[src/rtl/evpwm_pkg.sv]
package evpwm_pkg;
  localparam int ADDR_W = 5;

  localparam logic [1:0] MD_UP   = 2'd0;
  localparam logic [1:0] MD_DOWN = 2'd1;
  localparam logic [1:0] MD_UPDN = 2'd2;

  localparam logic [1:0] ACT_KEEP = 2'd0;
  localparam logic [1:0] ACT_LOW  = 2'd1;
  localparam logic [1:0] ACT_HIGH = 2'd2;
  localparam logic [1:0] ACT_TOG  = 2'd3;

  localparam int A_PSC = 0;
  localparam int A_PER = 1;
  localparam int A_CTL = 2;
  localparam int A_CLR = 3;
  localparam int A_MEN = 4;
  localparam int A_MLV = 5;
  localparam int A_POL = 6;
  localparam int A_CMP = 8;
  localparam int A_ACT = 16;

  function automatic logic apply_act(input logic [1:0] code, input logic cur);
    case (code)
      ACT_LOW:  apply_act = 1'b0;
      ACT_HIGH: apply_act = 1'b1;
      ACT_TOG:  apply_act = ~cur;
      default:  apply_act = cur;
    endcase
  endfunction
endpackage

[src/rtl/evpwm_regs.sv]
module evpwm_regs
  import evpwm_pkg::*;
#(
  parameter int NCH = 6,
  parameter int CW  = 16,
  parameter int PW  = 12
) (
  input  logic                     clk,
  input  logic                     rst,
  input  logic                     wr_en,
  input  logic [ADDR_W-1:0]        wr_addr,
  input  logic [CW-1:0]            wr_data,
  input  logic                     ld_end,
  input  logic                     ld_mid,
  output logic [PW-1:0]            psc,
  output logic [CW-1:0]            per_sh,
  output logic [CW-1:0]            per_act,
  output logic [NCH-1:0][CW-1:0]   cmp_act,
  output logic [NCH-1:0][7:0]      act_tbl,
  output logic [1:0]               mode,
  output logic [NCH-1:0]           men,
  output logic [NCH-1:0]           mlvl,
  output logic [NCH-1:0]           pol,
  output logic                     clr_stb
);
  localparam logic [ADDR_W-1:0] AD_PSC = ADDR_W'(A_PSC);
  localparam logic [ADDR_W-1:0] AD_PER = ADDR_W'(A_PER);
  localparam logic [ADDR_W-1:0] AD_CTL = ADDR_W'(A_CTL);
  localparam logic [ADDR_W-1:0] AD_CLR = ADDR_W'(A_CLR);
  localparam logic [ADDR_W-1:0] AD_MEN = ADDR_W'(A_MEN);
  localparam logic [ADDR_W-1:0] AD_MLV = ADDR_W'(A_MLV);
  localparam logic [ADDR_W-1:0] AD_POL = ADDR_W'(A_POL);

  logic imm_en;
  logic mid_en;
  logic reload;

  assign clr_stb = wr_en && (wr_addr == AD_CLR);
  assign reload  = ld_end || (ld_mid && mid_en) || (per_act == '0);

  always_ff @(posedge clk) begin
    if (rst) begin
      psc    <= '0;
      per_sh <= '0;
      mode   <= MD_UP;
      imm_en <= 1'b0;
      mid_en <= 1'b0;
      men    <= '0;
      mlvl   <= '0;
      pol    <= '0;
    end else if (wr_en) begin
      case (wr_addr)
        AD_PSC: psc <= wr_data[PW-1:0];
        AD_PER: per_sh <= wr_data;
        AD_CTL: begin
          mode   <= wr_data[1:0];
          imm_en <= wr_data[2];
          mid_en <= wr_data[3];
        end
        AD_MEN: men  <= wr_data[NCH-1:0];
        AD_MLV: mlvl <= wr_data[NCH-1:0];
        AD_POL: pol  <= wr_data[NCH-1:0];
        default: ;
      endcase
    end
  end

  always_ff @(posedge clk) begin
    if (rst) begin
      per_act <= '0;
    end else if (wr_en && (wr_addr == AD_PER) && imm_en) begin
      per_act <= wr_data;
    end else if (reload) begin
      per_act <= per_sh;
    end
  end

  for (genvar g = 0; g < NCH; g++) begin : g_ch
    localparam logic [ADDR_W-1:0] AD_C = ADDR_W'(A_CMP + g);
    localparam logic [ADDR_W-1:0] AD_A = ADDR_W'(A_ACT + g);
    logic [CW-1:0] cmp_sh;
    logic          hit_c;

    assign hit_c = wr_en && (wr_addr == AD_C);

    always_ff @(posedge clk) begin
      if (rst) begin
        cmp_sh     <= '0;
        cmp_act[g] <= '0;
        act_tbl[g] <= '0;
      end else begin
        if (hit_c) cmp_sh <= wr_data;
        if (hit_c && imm_en) cmp_act[g] <= wr_data;
        else if (reload)     cmp_act[g] <= cmp_sh;
        if (wr_en && (wr_addr == AD_A)) act_tbl[g] <= wr_data[7:0];
      end
    end
  end
endmodule

[src/rtl/evpwm_timebase.sv]
module evpwm_timebase
  import evpwm_pkg::*;
#(
  parameter int CW = 16,
  parameter int PW = 12
) (
  input  logic          clk,
  input  logic          rst,
  input  logic          run,
  input  logic          clr,
  input  logic [1:0]    mode,
  input  logic [PW-1:0] psc,
  input  logic [CW-1:0] per_act,
  input  logic [CW-1:0] per_sh,
  output logic [CW-1:0] cnt,
  output logic          dn,
  output logic          tick,
  output logic          at_zero,
  output logic          at_prd,
  output logic          ld_end,
  output logic          ld_mid
);
  logic [PW-1:0] pcnt;
  logic          live;
  logic          top_hit;

  assign live    = run && (per_act != '0);
  assign tick    = live && (pcnt >= psc);
  assign top_hit = cnt >= per_act;
  assign at_zero = tick && (cnt == '0);
  assign at_prd  = tick && (cnt == per_act);
  assign ld_end  = tick && ((mode == MD_DOWN || mode == MD_UPDN) ? (cnt == '0) : top_hit);
  assign ld_mid  = tick && (mode == MD_UPDN) && top_hit;

  always_ff @(posedge clk) begin
    if (rst) begin
      pcnt <= '0;
      cnt  <= '0;
      dn   <= 1'b0;
    end else if (clr) begin
      pcnt <= '0;
      cnt  <= (mode == MD_DOWN) ? per_act : '0;
      dn   <= 1'b0;
    end else if (live) begin
      pcnt <= tick ? '0 : pcnt + 1'b1;
      if (tick) begin
        case (mode)
          MD_DOWN: cnt <= (cnt == '0) ? per_sh : cnt - 1'b1;
          MD_UPDN: begin
            if (top_hit) begin
              cnt <= per_act - 1'b1;
              dn  <= 1'b1;
            end else if (cnt == '0) begin
              cnt <= {{(CW-1){1'b0}}, 1'b1};
              dn  <= 1'b0;
            end else begin
              cnt <= dn ? cnt - 1'b1 : cnt + 1'b1;
            end
          end
          default: cnt <= top_hit ? '0 : cnt + 1'b1;
        endcase
      end
    end
  end
endmodule

[src/rtl/evpwm_chan.sv]
module evpwm_chan
  import evpwm_pkg::*;
#(
  parameter int CW = 16
) (
  input  logic          clk,
  input  logic          rst,
  input  logic          tick,
  input  logic [CW-1:0] cnt,
  input  logic          dn,
  input  logic [1:0]    mode,
  input  logic [CW-1:0] cmp,
  input  logic [7:0]    acts,
  input  logic          at_zero,
  input  logic          at_prd,
  input  logic          men,
  input  logic          mlvl,
  input  logic          pol,
  output logic          pin,
  output logic          ev_cu,
  output logic          ev_cd
);
  logic       match;
  logic       fall_leg;
  logic       cu;
  logic       cd;
  logic [1:0] sel;
  logic       wav;
  logic       wav_n;

  assign match    = tick && (cnt == cmp);
  assign fall_leg = (mode == MD_DOWN) || ((mode == MD_UPDN) && dn);
  assign cu       = match && !fall_leg;
  assign cd       = match && fall_leg;

  always_comb begin
    sel = ACT_KEEP;
    if (cd && acts[7:6] != ACT_KEEP)           sel = acts[7:6];
    else if (cu && acts[3:2] != ACT_KEEP)      sel = acts[3:2];
    else if (at_prd && acts[5:4] != ACT_KEEP)  sel = acts[5:4];
    else if (at_zero && acts[1:0] != ACT_KEEP) sel = acts[1:0];
  end

  assign wav_n = apply_act(sel, wav);

  always_ff @(posedge clk) begin
    if (rst) begin
      wav   <= 1'b0;
      pin   <= 1'b0;
      ev_cu <= 1'b0;
      ev_cd <= 1'b0;
    end else begin
      wav   <= wav_n;
      pin   <= (men ? mlvl : wav_n) ^ pol;
      ev_cu <= cu;
      ev_cd <= cd;
    end
  end
endmodule

[src/rtl/evpwm_top.sv]
module evpwm_top
  import evpwm_pkg::*;
#(
  parameter int NCH = 6,
  parameter int CW  = 16,
  parameter int PW  = 12
) (
  input  logic              clk,
  input  logic              rst,
  input  logic              run,
  input  logic              wr_en,
  input  logic [4:0]        wr_addr,
  input  logic [CW-1:0]     wr_data,
  output logic [NCH-1:0]    pwm_out,
  output logic [CW-1:0]     cnt_o,
  output logic              ev_zero,
  output logic              ev_prd,
  output logic [NCH-1:0]    ev_cmpu,
  output logic [NCH-1:0]    ev_cmpd
);
  localparam int MAX_CH = A_ACT - A_CMP;

  logic [PW-1:0]          psc;
  logic [CW-1:0]          per_sh;
  logic [CW-1:0]          per_act;
  logic [NCH-1:0][CW-1:0] cmp_act;
  logic [NCH-1:0][7:0]    act_tbl;
  logic [1:0]             mode;
  logic [NCH-1:0]         men, mlvl, pol;
  logic                   clr_stb;
  logic                   tick, dn, at_zero, at_prd, ld_end, ld_mid;

  initial begin
    if (NCH > MAX_CH || NCH > CW) $error("evpwm_top: NCH too large for address map");
  end

  evpwm_regs #(.NCH(NCH), .CW(CW), .PW(PW)) u_regs (
    .clk(clk), .rst(rst), .wr_en(wr_en), .wr_addr(wr_addr), .wr_data(wr_data),
    .ld_end(ld_end), .ld_mid(ld_mid), .psc(psc), .per_sh(per_sh),
    .per_act(per_act), .cmp_act(cmp_act), .act_tbl(act_tbl), .mode(mode),
    .men(men), .mlvl(mlvl), .pol(pol), .clr_stb(clr_stb)
  );

  evpwm_timebase #(.CW(CW), .PW(PW)) u_tb (
    .clk(clk), .rst(rst), .run(run), .clr(clr_stb), .mode(mode), .psc(psc),
    .per_act(per_act), .per_sh(per_sh), .cnt(cnt_o), .dn(dn), .tick(tick),
    .at_zero(at_zero), .at_prd(at_prd), .ld_end(ld_end), .ld_mid(ld_mid)
  );

  for (genvar g = 0; g < NCH; g++) begin : g_ch
    evpwm_chan #(.CW(CW)) u_ch (
      .clk(clk), .rst(rst), .tick(tick), .cnt(cnt_o), .dn(dn), .mode(mode),
      .cmp(cmp_act[g]), .acts(act_tbl[g]), .at_zero(at_zero), .at_prd(at_prd),
      .men(men[g]), .mlvl(mlvl[g]), .pol(pol[g]), .pin(pwm_out[g]),
      .ev_cu(ev_cmpu[g]), .ev_cd(ev_cmpd[g])
    );
  end

  always_ff @(posedge clk) begin
    if (rst) begin
      ev_zero <= 1'b0;
      ev_prd  <= 1'b0;
    end else begin
      ev_zero <= at_zero;
      ev_prd  <= at_prd;
    end
  end
endmodule

[config.mk]
export PLATFORM = sky130hd
export DESIGN_NAME = evpwm_top
export DESIGN_NICKNAME = d
export VERILOG_FILES = /design/src/rtl/evpwm_pkg.sv /design/src/rtl/evpwm_regs.sv /design/src/rtl/evpwm_timebase.sv /design/src/rtl/evpwm_chan.sv /design/src/rtl/evpwm_top.sv
export SDC_FILE = /design/constraint.sdc
export NUM_CORES = 1
export LEC_CHECK = 0
export ABC_AREA = 1
export BUFFER_PORTS_ARGS = -buffer_cell sky130_fd_sc_hd__buf_2
export CORE_MARGIN = 2
export CORE_UTILIZATION = 44
export CTS_BUF_LIST = sky130_fd_sc_hd__clkbuf_8
export CTS_CLUSTER_DIAMETER = 120
export DETAILED_ROUTE_END_ITERATION = 7
export GPL_TIMING_DRIVEN = 0
export PLACE_DENSITY = 0.59
export SETUP_SLACK_MARGIN = 0.3
export SLEW_MARGIN = 0
export SYNTH_ARGS = -nofsm -noshare
export SYNTH_HDL_FRONTEND = slang
export SYNTH_HIERARCHICAL = 1
export SYNTH_SLANG_ARGS = --single-unit
[constraint.sdc]
create_clock -name clk -period 2.8 [get_ports clk]
set_input_delay 0.56 -clock clk [delete_from_list [all_inputs] [get_ports clk]]
set_output_delay 0.56 -clock clk [all_outputs]
set_load 0.01 [all_outputs]
==> results of run 1 <==
==> worst paths after layout <==
kind	startpoint	to	slack (ns)	cells past startpoint
worst max-delay path	u_regs/per_act[0]$_SDFFE_PP0P_	u_regs/cmp_act[6]$_SDFFE_PP0P_	-0.18	10
worst min-delay path	wr_data[14]	u_regs/g_ch[0].cmp_sh[14]$_SDFFE_PP0P_	0.30	3
worst max register to register	u_regs/per_act[0]$_SDFFE_PP0P_	u_regs/cmp_act[6]$_SDFFE_PP0P_	-0.18	10
worst min register to register	u_regs/pol[1]$_SDFFE_PP0P_	u_regs/pol[1]$_SDFFE_PP0P_	0.45	2
==> cells in the mapped netlist (21+ instances only) <==
| library cell | number |
|---|---|
| a21oi_1 | 263 |
| buf_2 | 58 |
| clkbuf_1 | 81 |
| dfxtp_1 | 361 |
| ha_1 | 36 |
| inv_1 | 448 |
| nand2_1 | 882 |
| nand2_2 | 21 |
| nand3_1 | 195 |
| nand4_1 | 167 |
| nor2_1 | 288 |
| o211ai_1 | 24 |
| o21ai_0 | 229 |
| xor2_1 | 22 |
==> state kept, by name, indices dropped and copies added (netlist names), 12 cells and up <==
register            flops
u_tb/cnt               16
u_regs/per_sh          16
u_regs/psc             12
u_tb/pcnt              12
u_regs/cmp_act         96
u_regs/per_act         16
u_regs/act_tbl         48
u_regs/g_ch.cmp_sh     96
==> kinds of logic after synthesis <==
kind of cell / count (synthesis) / synth area share (%)
compound gates: 587 / 14.9
xor+xnor: 33 / 1.36
fa+ha+maj: 36 / 2.13
buf+inv: 658 / 12.7
flops: 361 / 34.1
simple gates: 1646 / 34.8
==> metal layers <==
metal | part of all wire [%] | global-route usage, % | vias to the layer above
met3 | 11 | 9.13 | 330
met4 | 6.7 | 22.9 | 2
li1 | - | - | 11200
met2 | 42 | 55.1 | 1381
met1 | 40 | 49.7 | 11200
met5 | 0.011 | 0 | -
==> final cells by class <==
cell class                 instances  area [um^2]  share of cell area (%)
multi-input combinational       2306        12700                    47.0
sequential                       361         7380                    27.3
timing repair buffer             179         1870                    6.94
inverter                         480         1840                    6.79
buffer                           178         1150                    4.26
clock buffer                      79         1090                    4.02
tap                              615          769                    2.85
clock inverter                    37          228                   0.843
antenna                            4         10.0                  0.0370
==> repair_timing <==
item | 4_1_cts | 5_1_grt
gates resized for setup | 236 | 251
buffers inserted | 76 | 33
pin swaps | 153 | 129
endpoints found under the setup margin | 165 | 164
gates cloned | 15 | 4
==> report_power, final <==
group	total (mW)	internal, mW	switching (mW)	leakage [nW]
registers	6.18	5.68	0.499	2.96
logic	15.9	6.33	9.58	8.09
clock network	5.11	2.75	2.36	0.743
total	27.2	14.8	12.4	11.8
==> critical path, stage by stage, from the launching register on <==
cell and delay (ns):
dfxtp_4 0.39, buf_4 0.16, buf_4 0.15, nor2_1 0.05
nand2_1 0.06, nor2_1 0.05, nand2_2 0.48, buf_2 0.57
clkbuf_1 0.60, nand4_1 0.20, a21oi_1 0.17
==> through the flow <==
stage / utilization (%) / setup slack (ns) / hold slack, ns / TNS, ns / cells
global route: 56.7 / -0.299 / 0.280 / -23.99 / 4236
finish: 56.7 / -0.185 / 0.305 / -9.45 / 4239
CTS: 54.2 / -0.0547 / 0.271 / -0.646 / 4198
floorplan: - / 0.299 / 0.420 / 0 / 3321
global placement: 47.3 / -1.32 / 0.433 / -138.61 / 3990
detailed placement: 47.3 / -1.33 / 0.438 / -141.35 / 3991
==> flow_summary.yaml, run 1 <==
outcome:
  status: "finished with violations"
  violations: "setup timing"
floorplan:
  ioPinCount: 61
  fp.dieArea_um2: 49900
  start_util_pct: 44.4
  rows: 80
  die_w_um: 223
  core_um2: 47600
  die_y_um: 223
pwr:
  p_per_area_nw_per_um2: 1010
  total_power_mw: 27.2
  ir_worst_vdd_uv: 488
  power.leakage_nw: 11.8
setup_path:
  startpoint_type: "register"
  cp.required_ns: 3.36
  cp_max_fo: 12
  critical_path_class: "register to register"
  arrival_ns: 3.54
  critPathCaptureType: "register"
synthesis:
  synth.area.top_cells: "dfxtp_1 (34%), nand2_1 (16%), inv_1 (7.9%), a21oi_1 (6.2%), o21ai_0 (5.4%)"
  synth-seq-cells: 361
  synth.yosys.seq_area_share_pct: 34.1
  syn_inst: 3321
  ys.flop_type: "dfxtp_1"
  synth_edf_count: 0
  synth.largest_area_cell: "dfxtp_1"
  syn_area_per_cell_um2: 6.38
  yosys.cell_types.count: 48
  syn_nets: 3382
  ys_warn_count: 6
  syn-cell-area_um2: 21200
  async_reset_ff_share_pct: 0
  netlist.area_leader.share_pct: 34.1
grt:
  grt_overflow: 0
  grt_pass1_vias: 21800
  antenna_found_initial: 4
  grt_usage_pct: 37.5
  grt_max_degree: 30
  grt_first_pass_wirelength_um: 139000
cts:
  clockBufferDepth: 3
  hold_buffers: 0
  insertion_delay_ns: 0.66
  htreeDepth: 3
  clk_pin_slew_worst_paths_ns: 0.06
  clock-sinks: 361
  cts-root-buf: "clkbuf_8"
  cts_made_buffers: 66
  tritoncts: "yes"
worst_hold_path:
  min_path_type: "primary input to register"
timing:
  finalSetupViolations: 115
  layout_setup_ws_ns: -0.185
  rsz0062_at_grt: "yes"
  slew_violations: 0
  timing.final.hold_violations: 0
  fin_crit_sh_pct: 107
  period_needed_ns: 2.98
  clock.fmax_mhz: 335
  relSlewSlack_pct: 21.9
  worst_pin_slew_ns: 1.17
  fin_worst_skew_ns: 0.0315
route:
  wl_um: 96000
  drc_errors: 0
  first_pass_iters: 8
  drtIter0Drc: 3246
  ant_nets: 0
  vias: 24100
  viasPerCell: 5.68
  post_drt_wl_per_cell_um: 22.6
placed_design:
  place.gp.congestion: 0.999
  place_area_um2: 22500
  numPortBuffers: 54
  dp_hpwl_um: 63600
finish:
  nNetsFinal: 3633
  area_delta_synth_final_pct: 27.6
  layout_common_cells: "nand2_1 (800), inv_1 (432), dfxtp_1 (304)"
  fillCellCount: 4617
  mostFrequentLayoutCell: "nand2_1"
  fin_area_um2: 27000
  layout-drive-gt1-share_pct: 22.5
run:
  maxCapViolCount: 0
(Power assumes the default switching activity.)
==> run 2, diff against run 1 <==
--- a/config.mk
+++ b/config.mk
@@ -13,9 +13,9 @@
 export CTS_CLUSTER_DIAMETER = 120
 export DETAILED_ROUTE_END_ITERATION = 7
 export GPL_TIMING_DRIVEN = 0
-export PLACE_DENSITY = 0.59
+export PLACE_DENSITY = 0.57
 export SETUP_SLACK_MARGIN = 0.3
-export SLEW_MARGIN = 0
+export SLEW_MARGIN = 40
 export SYNTH_ARGS = -nofsm -noshare
 export SYNTH_HDL_FRONTEND = slang
 export SYNTH_HIERARCHICAL = 1
==> constraint.sdc (replaced) <==
create_clock -name clk -period 2.9 [get_ports clk]
set_input_delay 0.58 -clock clk [delete_from_list [all_inputs] [get_ports clk]]
set_output_delay 0.58 -clock clk [all_outputs]
set_load 0.01 [all_outputs]
==> run 2 against run 1 <==
The run still ends with setup timing left. Register-to-register slack better by 0.12 ns. Sequential power is 1% lower. Final cell count decreased by 0.78%. Setup slack gained 0.12 ns. Flip-flop and latch count unchanged. Combinational power down 13%. Power down 7.0%. Die area unchanged. Wire length grew 3.0%. Hold slack improved by 0.0090 ns. Critical endpoint is now u_regs/cmp_act[0]$_SDFFE_PP0P_. Largest cell class unchanged.
==> flow_summary.yaml, run 2 (synthesis gave the netlist of run 1 again) <==
timing:
  worst_pin_slew_ns: 1.01
  setup_tns_ns: -1.07
  timing.final.hold_violations: 0
  period_needed_ns: 2.96
  clock.fmax_mhz: 338
  fin_crit_sh_pct: 102
  rsz0062_at_grt: "yes"
  layout_setup_ws_ns: -0.0597
  slew_violations: 0
  fin_worst_skew_ns: 0.0406
  finalSetupViolations: 54
  timing.hold.ws_ns: 0.314
  relSlewSlack_pct: 32.6
cts:
  htreeDepth: 3
  clockBufferDepth: 3
  clock-sinks: 361
  clk_pin_slew_worst_paths_ns: 0.06
  cts_made_buffers: 68
  insertion_delay_ns: 0.69
  hold_buffers: 0
  cts-root-buf: "clkbuf_8"
  tritoncts: "yes"
route:
  first_pass_iters: 8
  post_drt_wl_per_cell_um: 23.5
  drtIter0Drc: 2820
  viasPerCell: 5.69
  vias: 23900
  wl_um: 98900
  ant_nets: 0
  drc_errors: 0
run:
  maxCapViolCount: 0
grt:
  grt_overflow: 0
  grt_pass1_vias: 21500
  grt_max_degree: 30
  grt_usage_pct: 37.9
  grt_first_pass_wirelength_um: 139000
  antenna_found_initial: 8
placed_design:
  numPortBuffers: 54
  place_area_um2: 22400
  place.gp.congestion: 0.993
  dp_hpwl_um: 66200
  dp_cells: 3991
  place_ws_ns: -1.08
finish:
  fin_area_um2: 26100
  nNetsFinal: 3601
  mostFrequentLayoutCell: "nand2_1"
  layout_common_cells: "nand2_1 (816), inv_1 (439), dfxtp_1 (318)"
  reg_top3: "u_regs/cmp_act x96, u_regs/g_ch.cmp_sh x96, u_regs/act_tbl x48"
  stdcell_count: 4206
  area_delta_synth_final_pct: 23.5
  layout-drive-gt1-share_pct: 19.5
floorplan:
  fp.dieArea_um2: 49900
  ioPinCount: 61
  rows: 80
  core_um2: 47600
  die_y_um: 223
  die_w_um: 223
  start_util_pct: 44.4
setup_path:
  critPathCaptureType: "register"
  arrival_ns: 3.57
  cp.required_ns: 3.51
  startpoint_type: "register"
  cp_max_fo: 15
  critical_path_class: "register to register"
pwr:
  power.leakage_nw: 11.6
  ir_worst_vdd_uv: 562
  p_per_area_nw_per_um2: 967
worst_hold_path:
  min_path_type: "primary input to register"
outcome:
  violations: "setup timing"
  status: "finished with violations"
==> run 2: cell types whose count changed in the layout (fill, tap and decap cells not counted), moves of 9 or more <==
cell,before,now
nand3_1,170,179
dfxtp_1,304,318
clkbuf_8,81,92
nor2_1,241,259
dfxtp_2,24,12
nor2_2,41,29
nand2_1,800,816
ha_4,21,8
buf_6,42,27
inv_2,51,37
ha_1,14,27
nand2_4,31,21
==> run 2: final timing paths <==
check / endpoint / slack [ns] / depth (start not counted) / start
setup / recovery: u_regs/cmp_act[0]$_SDFFE_PP0P_ / -0.06 / 18 / u_tb/cnt[12]$_SDFFE_PP0P_
hold / removal: u_regs/g_ch[4].cmp_sh[14]$_SDFFE_PP0P_ / 0.31 / 3 / wr_data[14]
setup reg to reg: u_regs/cmp_act[0]$_SDFFE_PP0P_ / -0.06 / 18 / u_tb/cnt[12]$_SDFFE_PP0P_
hold reg to reg: u_regs/pol[2]$_SDFFE_PP0P_ / 0.45 / 2 / u_regs/pol[2]$_SDFFE_PP0P_
==> run 2: metrics by stage <==
stage / util [%] / total power [mW]
3_3_place_gp: 46.8 / 15.9
3_5_place_dp: 46.9 / 16.0
6_report: 54.9 / 25.3
5_1_grt: 54.9 / 26.5
2_1_floorplan: - / 12.7
4_1_cts: 51.8 / 22.8
==> run 2: final cells by class <==
type / count / area, um^2
diodes: 3 / 7.51
plain buffers: 178 / 1130
clock buffers: 90 / 1240
clock inverters: 28 / 208
fillers: 4877 / 21500
inverters: 480 / 1840
multi-input cells: 2306 / 12200
flip-flops and latches: 361 / 7360
well taps: 615 / 769
repair buffers: 144 / 1400
repair inverters: 1 / 16.3
==> run 2: where the power goes <==
part	internal [mW]	leakage (nW)	switching (mW)
sequential	5.49	2.96	0.603
clock	2.96	0.795	2.41
combinational	5.17	7.84	8.66
==> run 2: critical path, cell delays in order, from the launching register on <==
cell,delay (ns)
dfxtp_4,0.56
ha_1,0.30
nand4_1,0.17
nor2_4,0.07
nand2_2,0.08
nand2_2,0.07
nor2_4,0.16
nand2_4,0.09
nor2_4,0.12
buf_8,0.13
a211oi_4,0.05
a21oi_4,0.22
buf_12,0.20
buf_12,0.13
nand3_4,0.10
buf_4,0.19
nand2_1,0.10
inv_1,0.05
nor2_1,0.09
==> run 2: layer usage <==
metal / GRT usage [%] / vias to the layer above / routed length [um]
met2: 58.0 / 1283 / 42900
li1: - / 11200 / -
met4: 21.6 / 2 / 5870
met1: 50.1 / 11200 / 40600
met3: 7.06 / 271 / 9570
met5: 0 / - / 13
==> run 2: what timing repair did <==
item,4_1_cts,5_1_grt
pin swaps,29,175
resized for setup,105,270
hold endpoints to repair,0,0
endpoints found under the setup margin,166,157
buffers inserted,43,28
gates cloned,6,17
